==> config.mk <==
export PLATFORM = sky130hd
export DESIGN_NAME = vout_guard
export DESIGN_NICKNAME = d
export VERILOG_FILES = /design/src/rtl/vout_guard_pkg.sv /design/src/rtl/vg_limit_cmp.sv /design/src/rtl/vg_ov_confirm.sv /design/src/rtl/vg_flag_bank.sv /design/src/rtl/vg_pgood.sv /design/src/rtl/vout_guard.sv
export SDC_FILE = /design/constraint.sdc
export NUM_CORES = 1
export LEC_CHECK = 0
export ABC_AREA = 1
export BUFFER_PORTS_ARGS = -buffer_cell sky130_fd_sc_hd__buf_2
export CORE_UTILIZATION = 30
export CTS_CLUSTER_DIAMETER = 80
export DETAILED_ROUTE_END_ITERATION = 10
export GPL_TIMING_DRIVEN = 1
export PLACE_DENSITY = 0.55
export SYNTH_ARGS = -nofsm -noshare
export SYNTH_HDL_FRONTEND = slang
export SYNTH_SLANG_ARGS = --single-unit
==> constraint.sdc <==
create_clock -name clk -period 1.82 [get_ports clk]
set_input_delay 0.182 -clock clk [delete_from_list [all_inputs] [get_ports clk]]
set_output_delay 0.182 -clock clk [all_outputs]
set_load 0.02 [all_outputs]
==> src/rtl/vout_guard_pkg.sv <==
package vout_guard_pkg;

    localparam int NFLAG   = 4;
    localparam int IDX_OVW = 0;
    localparam int IDX_OVF = 1;
    localparam int IDX_UVW = 2;
    localparam int IDX_UVF = 3;

    typedef enum logic [1:0] {
        RSP_CONTINUE   = 2'b00,
        RSP_STOP       = 2'b01,
        RSP_STOP_RETRY = 2'b10,
        RSP_STOP_HOLD  = 2'b11
    } resp_e;

    // Qualified comparison results for one sample.
    typedef struct packed {
        logic ov_warn;
        logic ov_read;
        logic uv_warn;
        logic uv_fault;
    } cmp_hits_t;

    function automatic logic resp_stops(input logic [1:0] code);
        return resp_e'(code) != RSP_CONTINUE;
    endfunction

endpackage

==> src/rtl/vg_limit_cmp.sv <==
module vg_limit_cmp
    import vout_guard_pkg::*;
#(
    parameter int VW = 12
) (
    input  logic          smp_vld,
    input  logic [VW-1:0] smp_code,
    input  logic [VW-1:0] ov_warn_lim,
    input  logic [VW-1:0] ov_fault_lim,
    input  logic [VW-1:0] uv_warn_lim,
    input  logic [VW-1:0] uv_fault_lim,
    input  logic          mask_ov,
    input  logic          mask_uv,
    output cmp_hits_t     hits
);

    logic ov_en;
    logic uv_en;

    assign ov_en = smp_vld && !mask_ov;
    assign uv_en = smp_vld && !mask_uv;

    always_comb begin
        hits          = '0;
        hits.ov_warn  = ov_en && (smp_code > ov_warn_lim);
        hits.ov_read  = ov_en && (smp_code > ov_fault_lim);
        hits.uv_warn  = uv_en && (smp_code < uv_warn_lim);
        hits.uv_fault = uv_en && (smp_code < uv_fault_lim);
    end

endmodule

==> src/rtl/vg_ov_confirm.sv <==
module vg_ov_confirm #(
    parameter int WIN_US = 100
) (
    input  logic clk,
    input  logic rst,
    input  logic ov_read,
    input  logic us_tick,
    output logic confirm
);

    localparam int CW = $clog2(WIN_US + 1);

    logic [CW-1:0] cnt;
    logic          armed;

    assign armed   = (cnt != '0);
    assign confirm = ov_read && armed;

    always_ff @(posedge clk) begin
        if (rst) begin
            cnt <= '0;
        end else if (ov_read) begin
            cnt <= armed ? '0 : CW'(WIN_US);
        end else if (us_tick && armed) begin
            cnt <= cnt - 1'b1;
        end
    end

    assert_window_bound_R3: assert property (@(posedge clk) disable iff (rst)
        cnt <= CW'(WIN_US));

    assert_confirm_closes_R4: assert property (@(posedge clk) disable iff (rst)
        confirm |=> (cnt == '0));

    assert_arm_loads_R3: assert property (@(posedge clk) disable iff (rst)
        (ov_read && !armed) |=> (cnt == CW'(WIN_US)));

endmodule

==> src/rtl/vg_flag_bank.sv <==
module vg_flag_bank #(
    parameter int N = 4
) (
    input  logic         clk,
    input  logic         rst,
    input  logic [N-1:0] set_i,
    input  logic         clr_i,
    output logic [N-1:0] flags_o
);

    for (genvar i = 0; i < N; i++) begin : g_flag
        always_ff @(posedge clk) begin
            if (rst) begin
                flags_o[i] <= 1'b0;
            end else begin
                flags_o[i] <= (flags_o[i] && !clr_i) || set_i[i];
            end
        end
    end

    assert_clear_empties_R8: assert property (@(posedge clk) disable iff (rst)
        (clr_i && (set_i == '0)) |=> (flags_o == '0));

    assert_set_sticks_R8: assert property (@(posedge clk) disable iff (rst)
        (set_i != '0) |=> ((flags_o & $past(set_i)) == $past(set_i)));

endmodule

==> src/rtl/vg_pgood.sv <==
module vg_pgood #(
    parameter int VW = 12
) (
    input  logic          clk,
    input  logic          rst,
    input  logic          smp_vld,
    input  logic [VW-1:0] smp_code,
    input  logic [VW-1:0] pg_on_lvl,
    input  logic [VW-1:0] pg_off_lvl,
    input  logic          force_off,
    input  logic [7:0]    pg_pol,
    output logic          pg_state,
    output logic          pg_pin
);

    logic go_on;
    logic go_off;
    logic act_high;

    assign go_on    = smp_vld && (smp_code >= pg_on_lvl);
    assign go_off   = smp_vld && (smp_code < pg_off_lvl);
    assign act_high = (pg_pol != 8'h00);

    always_ff @(posedge clk) begin
        if (rst) begin
            pg_state <= 1'b0;
        end else if (force_off || go_off) begin
            pg_state <= 1'b0;
        end else if (go_on) begin
            pg_state <= 1'b1;
        end
    end

    assign pg_pin = act_high ? pg_state : !pg_state;

    assert_forced_off_R11: assert property (@(posedge clk) disable iff (rst)
        force_off |=> !pg_state);

    assert_rise_needs_on_R10: assert property (@(posedge clk) disable iff (rst)
        $rose(pg_state) |-> $past(go_on));

endmodule

==> src/rtl/vout_guard.sv <==
module vout_guard
    import vout_guard_pkg::*;
#(
    parameter int VW     = 12,
    parameter int WIN_US = 100
) (
    input  logic          clk,
    input  logic          rst,
    input  logic          smp_vld,
    input  logic [VW-1:0] smp_code,
    input  logic [VW-1:0] ov_warn_lim,
    input  logic [VW-1:0] ov_fault_lim,
    input  logic [VW-1:0] uv_warn_lim,
    input  logic [VW-1:0] uv_fault_lim,
    input  logic [VW-1:0] pg_on_lvl,
    input  logic [VW-1:0] pg_off_lvl,
    input  logic [7:0]    pg_pol,
    input  logic [1:0]    ov_resp,
    input  logic [1:0]    uv_resp,
    input  logic          us_tick,
    input  logic          clr_flags,
    input  logic          mask_ov,
    input  logic          mask_uv,
    input  logic          ramp_down,
    output logic          ov_warn,
    output logic          ov_fault,
    output logic          uv_warn,
    output logic          uv_fault,
    output logic          alert_req,
    output logic          shut_req,
    output logic          sr_pulse,
    output logic          sr_latch_en,
    output logic [1:0]    act_rec,
    output logic          pg_pin
);

    cmp_hits_t        hits;
    logic             ov_confirm;
    logic [NFLAG-1:0] flag_set;
    logic [NFLAG-1:0] flags;
    logic             stop_now;
    logic             pg_state;

    vg_limit_cmp #(.VW(VW)) i_cmp (
        .smp_vld      (smp_vld),
        .smp_code     (smp_code),
        .ov_warn_lim  (ov_warn_lim),
        .ov_fault_lim (ov_fault_lim),
        .uv_warn_lim  (uv_warn_lim),
        .uv_fault_lim (uv_fault_lim),
        .mask_ov      (mask_ov),
        .mask_uv      (mask_uv),
        .hits         (hits)
    );

    vg_ov_confirm #(.WIN_US(WIN_US)) i_win (
        .clk     (clk),
        .rst     (rst),
        .ov_read (hits.ov_read),
        .us_tick (us_tick),
        .confirm (ov_confirm)
    );

    always_comb begin
        flag_set          = '0;
        flag_set[IDX_OVW] = hits.ov_warn;
        flag_set[IDX_OVF] = ov_confirm;
        flag_set[IDX_UVW] = hits.uv_warn;
        flag_set[IDX_UVF] = hits.uv_fault;
    end

    vg_flag_bank #(.N(NFLAG)) i_flags (
        .clk     (clk),
        .rst     (rst),
        .set_i   (flag_set),
        .clr_i   (clr_flags),
        .flags_o (flags)
    );

    assign ov_warn  = flags[IDX_OVW];
    assign ov_fault = flags[IDX_OVF];
    assign uv_warn  = flags[IDX_UVW];
    assign uv_fault = flags[IDX_UVF];

    // Only faults reach the host alert; warnings stay silent.
    assign alert_req = ov_fault || uv_fault;

    assign stop_now = (ov_confirm && resp_stops(ov_resp)) ||
                      (hits.uv_fault && resp_stops(uv_resp));

    always_ff @(posedge clk) begin
        if (rst) begin
            act_rec     <= RSP_CONTINUE;
            shut_req    <= 1'b0;
            sr_pulse    <= 1'b0;
            sr_latch_en <= 1'b0;
        end else begin
            sr_pulse    <= ov_confirm;
            sr_latch_en <= (sr_latch_en && !clr_flags) || ov_confirm;
            shut_req    <= (shut_req && !clr_flags) || stop_now;
            if (ov_confirm) begin
                act_rec <= ov_resp;
            end else if (hits.uv_fault) begin
                act_rec <= uv_resp;
            end else if (clr_flags) begin
                act_rec <= RSP_CONTINUE;
            end
        end
    end

    vg_pgood #(.VW(VW)) i_pg (
        .clk        (clk),
        .rst        (rst),
        .smp_vld    (smp_vld),
        .smp_code   (smp_code),
        .pg_on_lvl  (pg_on_lvl),
        .pg_off_lvl (pg_off_lvl),
        .force_off  (ramp_down || shut_req),
        .pg_pol     (pg_pol),
        .pg_state   (pg_state),
        .pg_pin     (pg_pin)
    );

    assert_pulse_single_R5: assert property (@(posedge clk) disable iff (rst)
        sr_pulse |=> !sr_pulse);

    assert_pulse_with_latch_R5: assert property (@(posedge clk) disable iff (rst)
        sr_pulse |-> (sr_latch_en && ov_fault));

    assert_uv_fault_alerts_R6: assert property (@(posedge clk) disable iff (rst)
        $rose(uv_fault) |-> alert_req);

    assert_shut_has_fault_R7: assert property (@(posedge clk) disable iff (rst)
        shut_req |-> (ov_fault || uv_fault));

    assert_shut_drops_pg_R11: assert property (@(posedge clk) disable iff (rst)
        shut_req |=> !pg_state);

endmodule

==> impl_metrics.toml, run 1 <==
[pwr]
powerDensity_nw_per_um2 = 603.0
power.leakage_uw = 0.002221
total_power_uw = 2098
vdd_ir_drop_max_mv = 0.3343

[synthesis]
ys_ff_latch = 17
synth-simple-area-share = 0.2816
synth_cell_types = 33
synthAdderAreaFrac = 0.3261
synth_mux_area_frac = 0
synth_area_um2 = 2724
syn_inst = 423
syn-num-nets = 598
yosys_warnings = 0
synthArstFlopShare = 0
synth_area_per_cell_um2 = 6.439
ys.flop_type = "dfxtp_1"
synth_compound_area_frac = 0.1034
yosysSeqAreaShare = 0.1249
synth-edff-count = 0
synth_top_family_by_area = "adder cells"
synth_xor_area_frac = 0.01562

[setup_path]
required_ps = 1980
cp.buffers_inverters = 2
arrival_ps = 1690
cp_max_fo = 6
crit_path_max_incr_delay_ps = 310
crit_family = "simple AND/OR/NAND/NOR gates"
cp_slowest_cell = "ha_1"
worst_setup_path_start_kind = "primary input"
cp-end-kind = "register"
cpMostUsedCell = "nand2_1"
critical_path_class = "primary input to register"
crit_chain = "buf_2 -> ha_1 -> nand2_1 -> nor2_1 -> nand2_1 -> nor2_1 -> nand2_1 -> nand2_1 -> nand2_1 -> inv_1 -> nand3_1 -> nand2_1 -> nor2_1"

[detailed_routing]
wl_per_cell_um = 11.31
viasPerCell = 4.535
wl_um = 7337
num_vias = 2943
firstDrtPassIters = 4
drt_iter0_markers = 68
drc = 0
antenna_left = 0

[outcome]
status = "completed"

[cts]
cts_setup_buffers = 0
cts_buffer_depth = 2
cts_sinks = 17
cts_buffers = 3
cts_tree = "yes"
clk_pin_slew_ps = 70
root_buffer = "clkbuf_8"
clk_latency_ps = 250
ctsHoldBuffers = 0
htree_levels = 1
cts_resized = 0

[global_route]
grt_max_degree = 11
grt_pass1_wl_um = 12080
grt_antenna_before_repair = 0
first_global_vias = 2705
grt_use_total = 0.1562
grt_remaining_overflow = 0

[place]
place_congestion = 0.8562
dpl_cell_area_um2 = 3433
portBuffers = 114
dp_hpwl_um = 6594

[floorplan]
die_y_um = 97.29
core_um2 = 8763
die_area_um2 = 9464
chipWidth_um = 97.29
start_util = 0.3108
io_pins = 115
rows = 34

[layout]
drive_above_1_share = 0.2440
finalInstanceArea_um2 = 3480
seqCellArea_um2 = 340.3
multiInputGateArea_um2 = 1979
final_core_util = 0.3971
antenna_cells = 0
synthToLayoutAreaGrowth_pct = 27.74
fin_nets = 717
nFillCells = 1005

[timing]
hold_violations = 0
rsz0062_at_grt = "no"
fin_crit_sh = 0.8425
fmax_mhz = 652.1
worst_pin_slew_ps = 403.9
period_needed_ps = 1533
finalHoldWorstSlack_ps = 206.5
slew_headroom = 0.7279
maxSlewViolCount = 0
setup-tns-final_ps = 0
skew_ps = 1.487
setup_viol = 0

[worst_hold_path]
min_path_type = "primary input to register"

[job]
max_cap_viol_count = 0
stage by stage:
stage,worst slack [ps],cells
finish,286.6,649
global route,177.1,649
CTS,266.2,649
detailed placement,-4.923,645
global placement,40.09,645
floorplan,452.5,423
cell type report:
class | instances | share of cell area
multi-input cells | 299 | 0.5689
clock buffers | 3 | 0.01187
well taps | 108 | 0.03884
clock inverters | 1 | 0.001438
repair buffers | 115 | 0.1661
flip-flops and latches | 17 | 0.09781
inverters | 106 | 0.1151
metal layers:
| layer | share of wire | GRT usage | up-vias |
|---|---|---|---|
| li1 | - | - | 1581 |
| met1 | 0.46 | 0.1983 | 1284 |
| met2 | 0.48 | 0.2795 | 72 |
| met3 | 0.048 | 0.02230 | 6 |
| met4 | 0.011 | 0.03281 | 0 |
| met5 | 0 | 0 | - |
cell usage after synthesis, types with 2 or more instances:
library cell | n | area share
a21oi_1 | 30 | 0.055
dfxtp_1 | 17 | 0.12
ha_1 | 71 | 0.33
inv_1 | 105 | 0.14
nand2_1 | 100 | 0.14
nand3_1 | 15 | 0.028
nand3_2 | 2 | 0.0073
nand4_1 | 10 | 0.023
nor2_1 | 30 | 0.041
nor3_1 | 7 | 0.013
o21ai_0 | 10 | 0.018
o21ai_1 | 3 | 0.0055
or2_2 | 2 | 0.0046
xor2_1 | 2 | 0.0064
power by group:
group          internal, uW  switching, uW
registers               464           87.0
clock network           152            136
logic                   526            733
registers in the layout, summed over array words and instances, names as in the netlist:
register,cells
i_flags.flags_o,4
sr_latch_en,1
i_pg.pg_state,1
act_rec,2
shut_req,1
i_win.cnt,7
sr_pulse,1
cell usage in the layout, fill, tap and decap left out, types with 3 or more instances in the layout:
master and count:
nor2_1 30, o21ai_1 3, o21ai_0 10, dfxtp_1 17, nor3_1 7, a21oi_1 30
inv_1 105, nand2_1 100, clkbuf_8 3, buf_2 114, nand3_1 15, nand4_1 10
ha_1 71
path summary, 6_finish.rpt:
path                     start            to  slack (ps)  cells after the start
hold reg to reg    sr_latch_en   sr_latch_en         460                      2
setup / recovery  smp_code[11]    act_rec[0]         290                     13
hold / removal             rst  i_win.cnt[2]         210                      2
setup reg to reg  i_win.cnt[2]  i_win.cnt[4]         370                      8
cells by family (layout without fill, tap and decap cells):
family                   Yosys count  in the layout
AO/OA/AOI/OAI                     51             51
XOR/XNOR                           4              4
adder cells (fa/ha/maj)           71             71
buffers and inverters            107            225
flip-flops                        17             17
AND/OR/NAND/NOR                  173            173
Power figures use the tool's default switching activity.
==> inputs of run 2 (changes only) <==
--- a/config.mk
+++ b/config.mk
@@ -11,7 +11,7 @@
 export CTS_CLUSTER_DIAMETER = 80
 export DETAILED_ROUTE_END_ITERATION = 10
 export GPL_TIMING_DRIVEN = 1
-export PLACE_DENSITY = 0.55
+export PLACE_DENSITY = 0.57
 export SYNTH_ARGS = -nofsm -noshare
 export SYNTH_HDL_FRONTEND = slang
 export SYNTH_SLANG_ARGS = --single-unit
==> constraint.sdc (replaced) <==
create_clock -name clk -period 1.35 [get_ports clk]
set_input_delay 0.135 -clock clk [delete_from_list [all_inputs] [get_ports clk]]
set_output_delay 0.135 -clock clk [all_outputs]
set_load 0.02 [all_outputs]
==> run 2 against run 1 <==
  * The flow now finishes with violations (setup timing)
  * Clock skew grew 6.5 ps
  * Utilization grew 7.1 points
  * Critical path depth shrank 5
  * Power grew 70%
  * Largest power group unchanged
==> impl_metrics.toml, run 2 (synthesized netlist as in run 1, its figures left out) <==
[global_route]
first_global_vias = 3038
grt_max_degree = 11
grt_remaining_overflow = 0
grt_use_total = 0.1667
grt_pass1_wl_um = 13080
grt_antenna_before_repair = 0

[floorplan]
die_y_um = 97.29
die_area_um2 = 9464
rows = 34
io_pins = 115
chipWidth_um = 97.29
core_um2 = 8763
start_util = 0.3108

[layout]
largestRegisters = "i_win.cnt: 7 flops, i_flags.flags_o: 4 flops, act_rec: 2 flops"
largest_reg_flops = 7
regMostFlops = "i_win.cnt"
antenna_cells = 0
synthToLayoutAreaGrowth_pct = 50.67
fin_nets = 751
final_cell_mix = "buf_2 (107), inv_1 (101), nand2_1 (89), ha_1 (55), buf_4 (38)"
layout_commonest_cell = "buf_2"
drive_above_1_share = 0.3791

[timing]
period_needed_ps = 1398
hold_violations = 0
fmax_mhz = 715.2
worst_pin_slew_ps = 300.4
finalHoldWorstSlack_ps = 150.1
fin_ws_ps = -48.25
maxSlewViolCount = 0
skew_ps = 8.031
rsz0062_at_grt = "yes"
fin_crit_sh = 1.036
setup_viol = 4
slew_headroom = 0.7972

[setup_path]
required_ps = 1500
cp-end-kind = "register"
crit_chain = "or2_4 -> nor2_4 -> nand3b_4 -> nand2_8 -> inv_8 -> nand3_4 -> xor2_2 -> nor2_1"
r2r_slack_ps = -50
rr_worst_depth = 8
cp_slowest_cell = "dfxtp_2"
timing.rr.start = "i_win.cnt[2]"
worst_setup_path_start_kind = "register"
cp_max_fo = 6
crit_family = "simple AND/OR/NAND/NOR gates"
crit_path_max_incr_delay_ps = 320
arrival_ps = 1550
cp.depth = 8
timing.rr.end = "i_win.cnt[4]"
cp.buffers_inverters = 1
critical_path_class = "register to register"

[pwr]
power.leakage_uw = 0.002428
total_power_uw = 3565
vdd_ir_drop_max_mv = 0.4367
powerDensity_nw_per_um2 = 868.7

[cts]
cts_buffers = 3
cts_tree = "yes"
clk_pin_slew_ps = 80
clk_latency_ps = 260
htree_levels = 1
cts_buffer_depth = 2
cts_sinks = 17
root_buffer = "clkbuf_8"

[detailed_routing]
num_vias = 3074
antenna_left = 0
drt_iter0_markers = 59
viasPerCell = 4.501
firstDrtPassIters = 6
drc = 0
wl_um = 8088
wl_per_cell_um = 11.84

[place]
place_congestion = 0.8083
dp_hpwl_um = 6707
portBuffers = 114

[outcome]
status = "finished, violations left"
violations = "setup timing"

[worst_hold_path]
hold_path_depth = 2
hold_path_end = "i_win.cnt[2]"
worstHoldStart = "rst"
min_path_type = "primary input to register"

[job]
max_cap_viol_count = 0
==> run 2: final cells by class <==
class	instances	area [um2]
clock buffers	3	41.29
clock inverters	1	5.005
fillers	922	4659
inverters	106	405.4
multi-input cells	299	2318
flip-flops and latches	17	344.1
well taps	108	135.1
repair buffers	149	854.6
==> run 2: worst max-delay path by stage <==
stage | start | endpoint
after CTS | i_win.cnt[2] | i_win.cnt[4]
after floorplan | uv_fault_lim[11] | act_rec[0]
after global placement | smp_code[11] | act_rec[1]
final | i_win.cnt[2] | i_win.cnt[4]
after global routing | i_win.cnt[2] | i_win.cnt[4]
after detailed placement | smp_code[11] | act_rec[1]
==> run 2: worst register-to-register path, cell delays in order (launching register included) <==
cell and delay [ps]:
dfxtp_2 320, or2_4 250, nor2_4 120, nand3b_4 150
nand2_8 130, inv_8 50, nand3_4 60, xor2_2 150
nor2_1 60
==> run 2: per-stage QoR <==
stage | utilization | setup WS (ps) | cells | instance area, um2 | setup TNS, ps
2_1_floorplan | - | 29.49 | 423 | 2724 | 0
3_3_place_gp | 0.4158 | -426.8 | 673 | 3643 | -3869
3_5_place_dp | 0.4158 | -441.0 | 673 | 3643 | -4205
4_1_cts | 0.4300 | -39.90 | 681 | 3769 | -54.46
5_1_grt | 0.4683 | -111.8 | 683 | 4104 | -763.1
6_report | 0.4683 | -48.25 | 683 | 4104 | -111.2
==> run 2: what timing repair did <==
action / in CTS / in global routing
setup buffers: 4 / 2
endpoints found under the setup margin: 8 / 15
gates resized for setup: 15 / 66
pin swaps: 2 / 17
hold buffers: 0 / 0
==> run 2: power by group <==
| group | switching (uW) | total (uW) | internal, uW |
|---|---|---|---|
| sequential | 74.2 | 708 | 634 |
| clock | 196 | 402 | 205 |
| combinational | 1320 | 2460 | 1130 |
| total | 1590 | 3570 | 1970 |
==> run 2: routing by layer <==
layer	GRT usage	up-vias	share of wire
li1	-	1647	-
met1	0.2105	1350	0.46
met2	0.3093	75	0.49
met3	0.02158	2	0.049
met4	0.01810	0	0.00099
met5	0	-	0
